--- src/rtl/rsp_pkg.sv ---
package rsp_pkg;
  typedef enum logic [1:0] {
    ADDR_DATA = 2'd0,
    ADDR_MASK = 2'd1,
    ADDR_CTRL = 2'd2,
    ADDR_NONE = 2'd3
  } reg_addr_e;
endpackage

--- src/rtl/rsp_src_mux.sv ---
module rsp_src_mux #(
  parameter int WIDTH = 8,
  parameter int NSRC  = 4,
  localparam int SEL_W = (NSRC > 1) ? $clog2(NSRC) : 1
) (
  input  logic [WIDTH*NSRC-1:0]  src_i,
  input  logic [WIDTH*SEL_W-1:0] sel_i,
  output logic [WIDTH-1:0]       vec_o
);
  for (genvar b = 0; b < WIDTH; b++) begin : g_bit
    logic [NSRC-1:0]  cand;
    logic [SEL_W-1:0] fld;
    assign cand = src_i[b*NSRC +: NSRC];
    assign fld  = sel_i[b*SEL_W +: SEL_W];
    assign vec_o[b] = (int'(fld) < NSRC) ? cand[fld] : 1'b0;
  end
endmodule

--- src/rtl/rsp_clk_pick.sv ---
module rsp_clk_pick #(
  parameter int NCLK = 4,
  localparam int CSEL_W = (NCLK > 1) ? $clog2(NCLK) : 1
) (
  input  logic [NCLK-1:0]   stb_i,
  input  logic [CSEL_W-1:0] csel_i,
  output logic              hw_tick_o
);
  assign hw_tick_o = (int'(csel_i) < NCLK) ? stb_i[csel_i] : 1'b0;
endmodule

--- src/rtl/rsp_cfg_regs.sv ---
module rsp_cfg_regs import rsp_pkg::*; #(
  parameter int WIDTH = 8,
  parameter int NCLK  = 4,
  localparam int CSEL_W = (NCLK > 1) ? $clog2(NCLK) : 1
) (
  input  logic              clk_i,
  input  logic              rst_ni,
  input  logic              wr_en_i,
  input  logic [1:0]        wr_addr_i,
  input  logic [WIDTH-1:0]  wr_data_i,
  output logic [WIDTH-1:0]  mask_o,
  output logic              en_o,
  output logic [CSEL_W-1:0] csel_o
);
  reg_addr_e addr;
  assign addr = reg_addr_e'(wr_addr_i);

  always_ff @(posedge clk_i or negedge rst_ni) begin
    if (!rst_ni) begin
      mask_o <= '0;
      en_o   <= 1'b0;
      csel_o <= '0;
    end else if (wr_en_i) begin
      if (addr == ADDR_MASK) mask_o <= wr_data_i;
      if (addr == ADDR_CTRL) begin
        en_o   <= wr_data_i[0];
        csel_o <= wr_data_i[CSEL_W:1];
      end
    end
  end
endmodule

--- src/rtl/rsp_data_reg.sv ---
module rsp_data_reg #(
  parameter int WIDTH = 8
) (
  input  logic             clk_i,
  input  logic             rst_ni,
  input  logic             en_i,
  input  logic             hw_tick_i,
  input  logic             sw_tick_i,
  input  logic             sw_wr_i,
  input  logic [WIDTH-1:0] sw_data_i,
  input  logic [WIDTH-1:0] hw_data_i,
  output logic [WIDTH-1:0] data_o
);
  logic             load;
  logic [WIDTH-1:0] next;

  // source and clock both swap with the enable
  always_comb begin
    if (en_i) begin
      load = hw_tick_i;
      next = hw_data_i;
    end else begin
      load = sw_tick_i && sw_wr_i;
      next = sw_data_i;
    end
  end

  always_ff @(posedge clk_i or negedge rst_ni) begin
    if (!rst_ni)   data_o <= '0;
    else if (load) data_o <= next;
  end
endmodule

--- src/rtl/sig_route_port.sv ---
module sig_route_port import rsp_pkg::*; #(
  parameter int WIDTH = 8,
  parameter int NSRC  = 4,
  parameter int NCLK  = 4,
  localparam int SEL_W  = (NSRC > 1) ? $clog2(NSRC) : 1,
  localparam int CSEL_W = (NCLK > 1) ? $clog2(NCLK) : 1
) (
  input  logic                   clk_i,
  input  logic                   rst_ni,
  input  logic                   tick_i,
  input  logic [NCLK-1:0]        clk_stb_i,
  input  logic [WIDTH*NSRC-1:0]  src_i,
  input  logic [WIDTH*SEL_W-1:0] src_sel_i,
  input  logic                   wr_en_i,
  input  logic [1:0]             wr_addr_i,
  input  logic [WIDTH-1:0]       wr_data_i,
  output logic [WIDTH-1:0]       rd_data_o,
  output logic [WIDTH-1:0]       route_o
);
  logic [WIDTH-1:0]  sel_vec;
  logic [WIDTH-1:0]  mask_q;
  logic [WIDTH-1:0]  data_q;
  logic              en_q;
  logic [CSEL_W-1:0] csel_q;
  logic              hw_tick;
  logic              data_wr;

  assign data_wr = wr_en_i && (reg_addr_e'(wr_addr_i) == ADDR_DATA);

  rsp_src_mux #(.WIDTH(WIDTH), .NSRC(NSRC)) u_mux (
    .src_i (src_i),
    .sel_i (src_sel_i),
    .vec_o (sel_vec)
  );

  rsp_clk_pick #(.NCLK(NCLK)) u_clk (
    .stb_i     (clk_stb_i),
    .csel_i    (csel_q),
    .hw_tick_o (hw_tick)
  );

  rsp_cfg_regs #(.WIDTH(WIDTH), .NCLK(NCLK)) u_cfg (
    .clk_i     (clk_i),
    .rst_ni    (rst_ni),
    .wr_en_i   (wr_en_i),
    .wr_addr_i (wr_addr_i),
    .wr_data_i (wr_data_i),
    .mask_o    (mask_q),
    .en_o      (en_q),
    .csel_o    (csel_q)
  );

  rsp_data_reg #(.WIDTH(WIDTH)) u_data (
    .clk_i     (clk_i),
    .rst_ni    (rst_ni),
    .en_i      (en_q),
    .hw_tick_i (hw_tick),
    .sw_tick_i (tick_i),
    .sw_wr_i   (data_wr),
    .sw_data_i (wr_data_i),
    .hw_data_i (sel_vec),
    .data_o    (data_q)
  );

  // bypassed bits form a pure combinational path
  assign route_o = (mask_q & data_q) | (~mask_q & sel_vec);

  always_ff @(posedge clk_i or negedge rst_ni) begin
    if (!rst_ni) rd_data_o <= '0;
    else         rd_data_o <= route_o;
  end
endmodule

--- config.mk ---
export PLATFORM = sky130hd
export DESIGN_NAME = sig_route_port
export DESIGN_NICKNAME = d
export VERILOG_FILES = /design/src/rtl/rsp_pkg.sv /design/src/rtl/rsp_src_mux.sv /design/src/rtl/rsp_clk_pick.sv /design/src/rtl/rsp_cfg_regs.sv /design/src/rtl/rsp_data_reg.sv /design/src/rtl/sig_route_port.sv
export SDC_FILE = /design/constraint.sdc
export NUM_CORES = 1
export LEC_CHECK = 0
export BUFFER_PORTS_ARGS = -buffer_cell sky130_fd_sc_hd__buf_2
export CAP_MARGIN = 20
export CORE_MARGIN = 2
export CORE_UTILIZATION = 39
export DETAILED_ROUTE_END_ITERATION = 8
export PLACE_DENSITY = 0.72
export REMOVE_ABC_BUFFERS = 1
export SETUP_SLACK_MARGIN = 0.15
export SLEW_MARGIN = 0
export SYNTH_ARGS = -nofsm -noshare
export SYNTH_HDL_FRONTEND = slang
export SYNTH_SLANG_ARGS = --single-unit
export TNS_END_PERCENT = 10
--- constraint.sdc ---
create_clock -name clk_i -period 2.4 [get_ports clk_i]
set_input_delay 0.24 -clock clk_i [delete_from_list [all_inputs] [get_ports clk_i]]
set_output_delay 0.24 -clock clk_i [all_outputs]
set_load 0.005 [all_outputs]
==> flow_summary.ini, run 1 <==
[drt]
final_antenna_net_count = 0
drtIter0Drc = 86
wire_per_inst_microns = 11.6
wl_microns = 3260
viasPerCell = 4.90
drc_errors = 0
vias = 1377
dr.pass1.iters = 4

[sta]
rsz0062_at_grt = false
setup_viol_count_final = 0
layout_min_cycle_time_ns = 1.49
fmax_mhz = 670
worstMarginPinSlew_ns = 0.616
hold_viol = 0
post-route-period-util = 0.622
tns_ns = 0
hold_ws_ns = 0.243
relSlewSlack = 0.589
slew_viol_final = 0
fin_worst_skew_ns = 0.00349

[logic_synthesis]
ys_seq_area_frac = 0.457
syn-cell-area_sq_um = 1480
yosysTopAreaCell = dfrtp_1
syn_avg_cell_area_sq_um = 9.85
yosysWarnings = 0
synth-async-reset-ratio = 1.00
syn_inst = 150
yosysUniqueCellTypes = 15
synth_seq_cells = 27
synthTopCellsByArea = dfrtp_1, mux2_2, nand2_1, o21ai_0, mux2i_1
synthFlopType = dfrtp_1
synth-edff-count = 0
synth_top_area_share = 0.457

[power_and_ir_drop]
p_leak_nw = 0.994
switching_power_mw = 0.383
power.density_nw_per_um2 = 662
intPower_mw = 0.928
seq_power_share = 0.497
clockPowerShare = 0.194
ir_drop_uv = 380
p_sw_frac = 0.292
comb_power_share = 0.310
power.total_mw = 1.31

[setup_path]
crit_type = register to register
end_kind = register
crit_fanout = 8
required_ns = 2.56
start_kind = register
critPathArrivalTime_ns = 1.65

[cts]
cts_tree = yes
path_clk_slew_ns = 0.09
cts_root_buf = clkbuf_8
cts_buffers = 3
clock_path_buffers = 2
clock_latency_ns = 0.27
clkSinkCount = 27
h-tree-depth = 1
cts_resized = 0

[layout]
fin_nets = 300
syn2layout_area_growth_pct = 34.1
nFillCells = 342
finalNonFillerCells = 281
drive_gt1_frac = 0.442
num_antenna_cells = 0

[die]
io_pins = 82
start_util = 0.404
core_sq_um = 3660
die_h_microns = 65.6
row_count = 22
die_w_microns = 65.6
dieArea_sq_um = 4300

[run]
cap_viol_max_count = 0

[global_routing]
antenna_found_initial = 0
grt_use_total = 0.163
grt_pass1_vias = 1248
grt_use_met1 = 0.192
overflow = 0
grt_util_met3 = 0.0479
use_met2 = 0.290
grt_max_degree = 28
grt_busiest_layer = met2
grt_pass1_wl_microns = 5410

[placement]
dp_hpwl_microns = 2600
place.gp.congestion = 0.707
dp_cells = 276
port_buffers = 81

[hold_path]
hp-class = primary input to register

[run_status]
outcome = completed
==> worst max-delay path: stages (launching register included) <==
cell and delay, ns:
dfrtp_1 0.40, mux2i_1 0.20, o22ai_1 0.12, a21oi_4 0.28, mux2_2 0.38
==> cell usage after synthesis, types with 2 or more instances <==
master    number
clkbuf_1       2
nand2_1       36
mux2i_1       10
inv_1          8
dfrtp_1       27
o221ai_1       8
nand3b_1      10
o21ai_0       27
mux2_2        16
==> layout make-up <==
| class | count | area [sq um] | share of cell area |
|---|---|---|---|
| multi-input cells | 111 | 748 | 0.378 |
| flip-flops and latches | 27 | 676 | 0.341 |
| repair buffers | 83 | 423 | 0.213 |
| well taps | 48 | 60.1 | 0.0303 |
| clock buffers | 4 | 45.0 | 0.0227 |
| inverters | 8 | 30.0 | 0.0152 |
==> metal layers <==
layer  share of wire  wire length, microns
met1            0.41                  1350
met5               0                     0
met4          0.0083                    27
met3           0.073                   238
met2            0.50                  1640
==> what timing repair did <==
action,in CTS,in global routing
endpoints found under the hold margin,27,0
buffers inserted,0,0
hold buffers,1,0
==> cells in the final DEF (no fill, tap or decap) <==
cell type	synthesis	routed
buf_4	0	1
clkbuf_8	0	3
dlygate4sd3_1	0	1
dfrtp_1	27	27
buf_2	1	81
nor4b_4	1	1
mux2i_1	10	10
o21ai_0	27	27
o22ai_1	1	1
nand2_1	36	36
nand3b_1	10	10
mux2_2	16	16
clkbuf_1	2	1
nand2b_1	1	1
o221ai_1	8	8
a21oi_4	1	1
inv_1	8	8
==> registers in the layout, summed over array words and instances, names as in the netlist <==
register	count
u_cfg.en_o	1
rd_data_o	8
u_data.data_o	8
u_cfg.mask_o	8
u_cfg.csel_o	2
==> per-stage QoR <==
stage | area, sq um | util | setup WS (ns)
after global placement | 1930 | 0.526 | 0.941
after CTS | 1980 | 0.541 | 0.874
final | 1980 | 0.541 | 0.908
after global routing | 1980 | 0.541 | 0.758
after floorplan | 1450 | - | 0.795
after detailed placement | 1930 | 0.526 | 0.889
==> logic make-up after synthesis <==
kind of cell,count (synthesis),synth area share
compound gates,37,0.154
buf+inv,12,0.0364
flops,27,0.457
mux,26,0.190
simple gates,48,0.163
==> path summary, 6_finish.rpt <==
check	startpoint	to	slack, ns	depth (start not counted)
setup / recovery	u_cfg.csel_o[0]	u_data.data_o[1]	0.91	4
hold / removal	wr_data_i[7]	u_cfg.mask_o[7]	0.24	3
setup reg to reg	u_cfg.csel_o[0]	u_data.data_o[1]	0.91	4
hold reg to reg	u_cfg.mask_o[7]	u_cfg.mask_o[7]	0.51	2
max in group asynchronous	rst_ni	rd_data_o[0]	1.49	2
min in group asynchronous	rst_ni	u_cfg.mask_o[3]	0.50	2
==> power by group through the flow <==
| stage | clock, mW | sequential, mW | combinational, mW |
|---|---|---|---|
| 5_1_grt | 0.275 | 0.671 | 0.460 |
| 4_1_cts | 0.267 | 0.653 | 0.415 |
| 3_3_place_gp | 0 | 0.659 | 0.401 |
| 3_5_place_dp | 0 | 0.663 | 0.412 |
| 2_1_floorplan | 0 | 0.665 | 0.211 |
| 6_report | 0.254 | 0.651 | 0.406 |
Note: power is estimated with default switching activity, not from simulation.
==> run 2: changes to the inputs <==
PLACE_DENSITY = 0.75   (was 0.72)
clock period = 1.3 ns   (was 2.4 ns; I/O delays follow)
==> flow_summary.ini, run 2 (same netlist as run 1, synthesis figures left out) <==
[drt]
vias = 1417
final_antenna_net_count = 0
wl_microns = 3290
drtIter0Drc = 72
dr.pass1.iters = 4
drc_errors = 0
wire_per_inst_microns = 11.5
viasPerCell = 4.97

[placement]
port_buffers = 81
dpl_worst_slack_ns = -0.153
place.gp.congestion = 0.728
dpl_cell_area_sq_um = 1970
dp_cells = 280
dp_hpwl_microns = 2610

[setup_path]
path_cells = mux2i_2 -> o22ai_2 -> a21oi_4 -> buf_12 -> mux2_4
crit_buf_inv = 1
start_kind = register
crit_type = register to register
critPathSlowestCell = dfrtp_1
crit_fanout = 8
required_ns = 1.47
critPathArrivalTime_ns = 1.66
end_kind = register
cp.depth = 5
path_delay_family = multiplexers
slowest_delay_ns = 0.42
r2r_cells = 5

[cts]
clkSinkCount = 27
h-tree-depth = 1
path_clk_slew_ns = 0.10
clock_latency_ns = 0.27
cts_buffers = 3
cts_tree = yes
clock_path_buffers = 2
cts_root_buf = clkbuf_8

[die]
dieArea_sq_um = 4300
core_sq_um = 3660
start_util = 0.404
die_h_microns = 65.6
die_w_microns = 65.6
row_count = 22
io_pins = 82

[sta]
slew_viol_final = 0
setup_viol_count_final = 8
rsz0062_at_grt = true
worst_slack_ns = -0.195
post-route-period-util = 1.15
layout_min_cycle_time_ns = 1.50
worstMarginPinSlew_ns = 0.609
relSlewSlack = 0.594
hold_viol = 0
fmax_mhz = 669
fin_worst_skew_ns = 0.00362

[hold_path]
worstHoldPathCells = 3
hp-class = primary input to register

[run_status]
outcome = finished with violations
violations = negative setup slack

[layout]
seqCellArea_sq_um = 676
post-route-cell-area_sq_um = 2090
syn2layout_area_growth_pct = 41.3
num_antenna_cells = 0
reg_top3 = rd_data_o x8, u_cfg.mask_o x8, u_data.data_o x8
drive_gt1_frac = 0.489
final_util = 0.570
finalNonFillerCells = 285
nFillCells = 339
multi_input_area_sq_um = 811
mostFrequentLayoutCells = buf_2, nand2_1, dfrtp_1
final_common_cell = buf_2
fin_nets = 304

[global_routing]
grt_max_degree = 28
grt_pass1_wl_microns = 5430
overflow = 0
grt_pass1_vias = 1348
grt_use_total = 0.162
antenna_found_initial = 0

[run]
cap_viol_max_count = 0

[power_and_ir_drop]
ir_drop_uv = 609
p_leak_nw = 1.07
power.density_nw_per_um2 = 1260
power.total_mw = 2.63
-- run 2: changes by cell type in the layout (fill, tap and decap cells not counted), sizes merged --
| cell | before | now |
|---|---|---|
| buf | 82 | 86 |
| clkbuf | 4 | 3 |
| clkinv | 0 | 1 |
-- run 2: final timing paths --
| kind | from | to | slack [ns] |
|---|---|---|---|
| max | u_cfg.csel_o[0] | u_data.data_o[2] | -0.20 |
| min | wr_data_i[5] | u_cfg.mask_o[5] | 0.13 |
| max reg2reg | u_cfg.csel_o[0] | u_data.data_o[2] | -0.20 |
| min reg2reg | u_cfg.mask_o[2] | rd_data_o[2] | 0.49 |
| max in group asynchronous | rst_ni | u_cfg.csel_o[1] | 0.51 |
| min in group asynchronous | rst_ni | u_data.data_o[3] | 0.39 |
-- run 2: through the flow --
| stage | setup TNS, ns | hold slack, ns |
|---|---|---|
| after global routing | -1.78 | 0.146 |
| after detailed placement | -1.18 | 0.178 |
| after global placement | -0.877 | 0.171 |
| after CTS | -1.46 | 0.136 |
| final | -1.54 | 0.130 |
| after floorplan | -2.44 | -0.166 |
-- run 2: worst min-delay path: cells and delay by family --
kind / cells / cell delay [ns]
buffers and inverters: 2 / 0.16
AOI/OAI and AO/OA: 1 / 0.08
-- run 2: what timing repair did --
| action | 4_1_cts | 5_1_grt |
|---|---|---|
| gates resized for setup | 9 | 22 |
| hold buffers | 1 | 0 |
| hold endpoints to repair | 27 | 0 |
| endpoints found under the setup margin | 16 | 15 |
| setup buffers | 0 | 0 |
| pin swaps | 0 | 7 |
-- run 2: layout make-up --
class | instances | share of cell area
clock buffer | 3 | 0.0198
clock inverter | 1 | 0.00240
inverter | 8 | 0.0144
multi-input combinational | 111 | 0.388
sequential | 27 | 0.324
tap | 48 | 0.0288
timing repair buffer | 87 | 0.223
-- run 2: layer usage --
layer,GRT usage,vias to the layer above,wire [microns]
li1,-,708,-
met1,0.183,659,1370
met2,0.313,48,1670
met3,0.0377,2,235
met4,0.0234,0,16
met5,0,-,0
-- run 2: where the power goes --
part	leakage, nW	switching, mW	total, mW	internal, mW
registers	0.328	0.136	1.22	1.09
logic	0.717	0.379	0.923	0.544
clock network	0.0255	0.271	0.486	0.215
